--- config.mk ---
export PLATFORM = sky130hd
export DESIGN_NAME = cluster_ctl_regs
export DESIGN_NICKNAME = d
export VERILOG_FILES = /design/src/rtl/cluster_ctl_pkg.sv /design/src/rtl/cluster_ctl_ctrl.sv /design/src/rtl/cluster_ctl_dp.sv /design/src/rtl/cluster_ctl_regs.sv
export SDC_FILE = /design/constraint.sdc
export NUM_CORES = 1
export LEC_CHECK = 0
export ABC_AREA = 0
export CORE_MARGIN = 4
export CORE_UTILIZATION = 40
export DETAILED_ROUTE_END_ITERATION = 12
export DONT_BUFFER_PORTS = 1
export HOLD_SLACK_MARGIN = 0.12
export PLACE_DENSITY = 0.65
export SLEW_MARGIN = 10
export SYNTH_ARGS = -nofsm -noshare
export SYNTH_HDL_FRONTEND = slang
export SYNTH_HIERARCHICAL = 1
export SYNTH_SLANG_ARGS = --single-unit
--- constraint.sdc ---
create_clock -name clk -period 6.2 [get_ports clk]
set_input_delay 0.62 -clock clk [delete_from_list [all_inputs] [get_ports clk]]
set_output_delay 0.62 -clock clk [all_outputs]
set_load 0.05 [all_outputs]
--- src/rtl/cluster_ctl_pkg.sv ---
package cluster_ctl_pkg;
  localparam logic [15:0] OFS_CFG      = 16'h0000;
  localparam logic [15:0] OFS_SELF     = 16'h0008;
  localparam logic [15:0] OFS_REV      = 16'h0030;
  localparam logic [15:0] OFS_PWRBASE  = 16'h0088;
  localparam logic [15:0] OFS_PWRSTAT  = 16'h00F0;
  localparam logic [15:0] OFS_L2       = 16'h0130;
  localparam logic [15:0] WIN_LOCAL    = 16'h2000;
  localparam logic [15:0] WIN_OTHER    = 16'h4000;
  localparam logic [15:0] OFS_CORECFG  = 16'h0010;
  localparam logic [15:0] OFS_OTHERSEL = 16'h0018;

  localparam int BASE_LO = 15;
  localparam int BASE_HI = 47;
  localparam int L2_BYPASS_BIT = 20;
  localparam logic [63:0] BASE_FIELD_MSK = ((64'd1 << (BASE_HI + 1)) - 64'd1) & ~((64'd1 << BASE_LO) - 64'd1);
  localparam logic [63:0] EN_MSK = 64'd1;
  localparam logic [63:0] WR_MSK = BASE_FIELD_MSK | EN_MSK;

  typedef enum logic [3:0] {
    SEL_NONE, SEL_CFG, SEL_SELF, SEL_REV, SEL_PWRBASE,
    SEL_PWRSTAT, SEL_L2, SEL_CORECFG, SEL_OTHERSEL
  } regSel_e;

  typedef struct packed {
    logic    loadBase;
    logic    capture;
    logic    flagUnimpl;
    regSel_e sel;
  } ctlStrobe_t;
endpackage

--- src/rtl/cluster_ctl_ctrl.sv ---
module cluster_ctl_ctrl
  import cluster_ctl_pkg::*;
#(
  parameter int ADDR_W = 16
) (
  input  logic [ADDR_W-1:0] busAddr,
  input  logic              busWr,
  input  logic              busRd,
  input  logic              pwrCtlPresent,
  output ctlStrobe_t        strobe
);
  regSel_e sel;

  function automatic logic hit(input logic [ADDR_W-1:0] a, input logic [15:0] ofs);
    return a == ADDR_W'(ofs);
  endfunction

  always_comb begin
    sel = SEL_NONE;
    if      (hit(busAddr, OFS_CFG))                  sel = SEL_CFG;
    else if (hit(busAddr, OFS_SELF))                 sel = SEL_SELF;
    else if (hit(busAddr, OFS_REV))                  sel = SEL_REV;
    else if (hit(busAddr, OFS_PWRBASE))              sel = SEL_PWRBASE;
    else if (hit(busAddr, OFS_PWRSTAT))              sel = SEL_PWRSTAT;
    else if (hit(busAddr, OFS_L2))                   sel = SEL_L2;
    else if (hit(busAddr, WIN_LOCAL + OFS_CORECFG))  sel = SEL_CORECFG;
    else if (hit(busAddr, WIN_OTHER + OFS_CORECFG))  sel = SEL_CORECFG;
    else if (hit(busAddr, WIN_LOCAL + OFS_OTHERSEL)) sel = SEL_OTHERSEL;
  end

  always_comb begin
    strobe.sel        = sel;
    strobe.capture    = busRd;
    strobe.loadBase   = busWr && (sel == SEL_PWRBASE) && pwrCtlPresent;
    strobe.flagUnimpl = (busRd && (sel == SEL_NONE)) ||
                        (busWr && (sel != SEL_PWRBASE));
  end
endmodule

--- src/rtl/cluster_ctl_dp.sv ---
module cluster_ctl_dp
  import cluster_ctl_pkg::*;
#(
  parameter int          NUM_VP    = 4,
  parameter logic [63:0] REV_VALUE = 64'h800,
  parameter logic [63:0] SELF_BASE = 64'h1FBF_8000
) (
  input  logic        clk,
  input  logic        rstN,
  input  ctlStrobe_t  strobe,
  input  logic [63:0] busWdata,
  input  logic        pwrCtlPresent,
  output logic [63:0] busRdata,
  output logic        unimplPulse,
  output logic [63:0] remapBase,
  output logic        remapEn
);
  localparam logic [63:0] VP_FIELD = 64'(NUM_VP - 1);
  localparam logic [63:0] L2_WORD  = 64'd1 << L2_BYPASS_BIT;

  logic [63:0] baseReg;
  logic [63:0] readMux;

  always_ff @(posedge clk) begin
    if (!rstN)                baseReg <= '0 & WR_MSK;
    else if (strobe.loadBase) baseReg <= busWdata & WR_MSK;
  end

  always_comb begin
    unique case (strobe.sel)
      SEL_SELF:     readMux = SELF_BASE;
      SEL_REV:      readMux = REV_VALUE;
      SEL_PWRBASE:  readMux = baseReg;
      SEL_PWRSTAT:  readMux = {63'd0, pwrCtlPresent};
      SEL_L2:       readMux = L2_WORD;
      SEL_CORECFG:  readMux = VP_FIELD;
      default:      readMux = '0;
    endcase
  end

  always_ff @(posedge clk) begin
    if (!rstN) begin
      busRdata    <= '0;
      unimplPulse <= 1'b0;
    end else begin
      unimplPulse <= strobe.flagUnimpl;
      if (strobe.capture) busRdata <= readMux;
    end
  end

  assign remapBase = baseReg & BASE_FIELD_MSK;
  assign remapEn   = baseReg[0];
endmodule

--- src/rtl/cluster_ctl_regs.sv ---
module cluster_ctl_regs
  import cluster_ctl_pkg::*;
#(
  parameter int          ADDR_W    = 16,
  parameter int          NUM_VP    = 4,
  parameter logic [63:0] REV_VALUE = 64'h800,
  parameter logic [63:0] SELF_BASE = 64'h1FBF_8000
) (
  input  logic              clk,
  input  logic              rstN,
  input  logic [ADDR_W-1:0] busAddr,
  input  logic [63:0]       busWdata,
  input  logic              busWr,
  input  logic              busRd,
  input  logic              pwrCtlPresent,
  output logic [63:0]       busRdata,
  output logic              unimplPulse,
  output logic [63:0]       remapBase,
  output logic              remapEn
);
  ctlStrobe_t strobe;

  cluster_ctl_ctrl #(.ADDR_W(ADDR_W)) u_ctrl (
    .busAddr(busAddr), .busWr(busWr), .busRd(busRd),
    .pwrCtlPresent(pwrCtlPresent), .strobe(strobe)
  );

  cluster_ctl_dp #(.NUM_VP(NUM_VP), .REV_VALUE(REV_VALUE), .SELF_BASE(SELF_BASE)) u_dp (
    .clk(clk), .rstN(rstN), .strobe(strobe), .busWdata(busWdata),
    .pwrCtlPresent(pwrCtlPresent), .busRdata(busRdata), .unimplPulse(unimplPulse),
    .remapBase(remapBase), .remapEn(remapEn)
  );
endmodule

==> reports/metrics.yaml <==
cells_and_area:
  fillers: 876
  final_cell_area_um2: 3630
  drive_above_1_share_pct: 15.1
  fin_cells: 491
  nets: 463
  postLayoutCoreUtil_pct: 41.3
  syn_to_final_growth_pct: -0.514
  antenna_cells: 0
drt:
  met1_length_um: 3300
  vias_per_cell: 5.09
  wl_met2_um: 3740
  drtIter0Drc: 132
  post_drt_wl_per_cell_um: 16.4
  highest_layer: "met4"
  ant_nets: 0
  num_vias: 2501
  wl_met3_um: 907
  drt_wl_total_um: 8050
  dr.pass1.iters: 4
  drc: 0
synthesis:
  syn_inst: 390
  syn_area_um2: 3650
  yosysWarnings: 6
  synth_fa_ha_area_share_pct: 0
  synth_cell_types: 40
  synthSimpleGateAreaFrac_pct: 24.0
  synth-compound-area-share_pct: 11.2
  ys_ff_latch: 71
  ys_top_cells_by_area: "dfxtp_1, buf_4, mux2i_1, a21oi_1, nand2b_1"
  synth.mux.area_fraction_pct: 9.32
  yosysTopAreaCellShare_pct: 38.9
  yosys.area_share.xor_xnor_pct: 0.479
  synth.yosys.seq_area_share_pct: 38.9
  synth_top_cell_by_area: "dfxtp_1"
  syn_avg_cell_area_um2: 9.37
  synth_top_family_by_area: "simple AND/OR/NAND/NOR gates"
critical_path:
  crit_path_start: "busAddr[1]"
  reg2reg_depth: 3
  crit_fanout: 12
  arrival_ps: 3060
  r2r-start: "u_dp/baseReg[20]"
  crit_type: "in2reg"
  crit_required_ps: 6450
  start_kind: "input port"
  crit_path_end: "u_dp/busRdata[15]"
  regToRegSetupSlack_ps: 4660
  endpoint_kind: "flip-flop"
  timing.rr.end: "u_dp/busRdata[20]"
sta:
  max_freq_mhz: 356
  finalSetupTns_ps: 0
  drv_slew: 0
  skew_ps: 9.81
  post-route-min-period_ps: 2810
  finalHoldViolations: 0
  worst_pin_slew_ps: 1050
  setup_violations: 0
  rsz0062_at_grt: "false"
  period_share_pct: 45.3
  setup_ws_ps: 3390
  relSlewSlack_pct: 30.1
placement:
  post_dp_cell_area_um2: 3460
  dp_slack_ps: 3090
  gp_congestion: 0.720
  dp_hpwl_um: 5550
  io_buffers: 0
  dp_cells: 475
cts:
  path_clk_slew_ps: 70
  cts-hold-fix-buffers: 0
  htree_levels: 3
  cts-root-buf: "clkbuf_8"
  cts.sinks: 71
  cts_tree: "built"
  postCtsResizedCells: 0
  clockBufferDepth: 2
  cts_setup_buffers: 0
  clkLatencyLatePin_ps: 330
  numCtsBuffers: 9
worst_hold_path:
  hp-class: "in2reg"
die:
  core_um2: 8810
  io_pins: 215
  initial_core_util_pct: 41.5
  die_area_um2: 10700
  fp.dieW_um: 104
  fp.dieH_um: 104
  rows: 34
run:
  maxCapViolations: 0
power_and_ir_drop:
  power_density_nw_per_um2: 243
  peakVddDrop_v: 0.000116
  p_leak_uw: 0.00118
status:
  status: "finished clean"
global_route:
  grt_antenna_before_repair: 0
  grt_usage_pct: 14.7
  grt_pass1_wl_um: 12900
  grt_max_degree: 71
  gr-total-overflow: 0
  first_global_vias: 2373
## state kept, by name, indices dropped and copies added, names as in the netlist
signal and count:
u_dp/unimplPulse 1, u_dp/busRdata 36, u_dp/baseReg 34
## worst min-delay path by stage
| stage | end | cells after the start | slack (ps) | from |
|---|---|---|---|---|
| final | u_dp/unimplPulse | 1 | 410 | rstN |
| after global routing | u_dp/unimplPulse | 1 | 380 | rstN |
| after CTS | u_dp/unimplPulse | 1 | 380 | rstN |
| after detailed placement | u_dp/busRdata[37] | 2 | 710 | u_dp/busRdata[37] |
| after global placement | u_dp/busRdata[30] | 2 | 710 | u_dp/busRdata[30] |
| after floorplan | u_dp/busRdata[40] | 2 | 690 | u_dp/baseReg[40] |
## power breakdown
group          switching, uW  internal, uW  total, uW
sequential              1.67           456        458
combinational           91.1          7.92       99.0
clock                    181           145        326
total                    274           609        883
## metrics by stage
| stage | hold slack, ps | total power (uW) |
|---|---|---|
| 6_report | 408 | 883 |
| 5_1_grt | 383 | 921 |
| 3_5_place_dp | 712 | 566 |
| 2_1_floorplan | 687 | 598 |
| 3_3_place_gp | 707 | 566 |
| 4_1_cts | 382 | 896 |
## synthesized netlist by cell type, drive strengths merged
cell	number
conb	1
nand4b	3
xor2	2
nor2b	16
a311o	1
nand4	3
mux2i	34
o22ai	2
nand2b	24
nor3	14
inv	2
o21a	1
or4b	2
or2	1
nor3b	1
and3	2
nor4	3
o211ai	1
and2	1
o21bai	1
a211oi	12
clkbuf	13
nand2	2
a21o	1
nor2	39
nand3	25
a21oi	38
dfxtp	71
a2bb2oi	1
buf	70
nor4b	3
## final cells by class
type / count / area (um2) / area share, %
Clock buffer: 9 / 124 / 3.41
Clock inverter: 7 / 47.5 / 1.31
Inverter: 2 / 7.51 / 0.207
Multi-Input combinational cell: 292 / 1880 / 51.8
Sequential cell: 71 / 1420 / 39.1
Tap cell: 108 / 135 / 3.72
Timing Repair Buffer: 2 / 15.0 / 0.413
## worst max-delay path, cell delays in order
cell,delay [ps]
nor4_1,530
nor2b_1,240
o21bai_1,120
a21o_1,370
nor4b_4,870
a211oi_1,100
nor3_1,210
## layout by cell type, fill, tap and decap left out, types with 2 or more instances in the layout
cell         n
dfxtp_1     71
conb_1      59
nor2_1      39
a21oi_1     38
mux2i_1     34
nand2b_1    24
nor2b_1     16
nand3_1     15
nand3_2     10
a211oi_2    10
nor3_2      10
clkbuf_8     9
nor3_1       4
clkinv_2     3
nand4_1      3
nand4b_1     3
clkinvlp_4   2
nand2_1      2
nor4_1       2
xor2_1       2
o22ai_2      2
or4b_1       2
nor4b_4      2
a211oi_1     2
buf_4        2
## cells by family after synthesis
| family | after synthesis |
|---|---|
| AOI/OAI and AO/OA | 58 |
| xor gates and xnor gates | 2 |
| buffers and inverters | 85 |
| DFF | 71 |
| muxes | 34 |
| other | 1 |
| and+or+nand+nor | 139 |
## metal layers
metal	vias up	GRT usage [%]
met1	1173	17.0
met3	8	7.34
li1	1194	-
met4	0	4.94
met2	126	23.8
met5	-	0
Note: power is estimated with default switching activity, not from simulation.
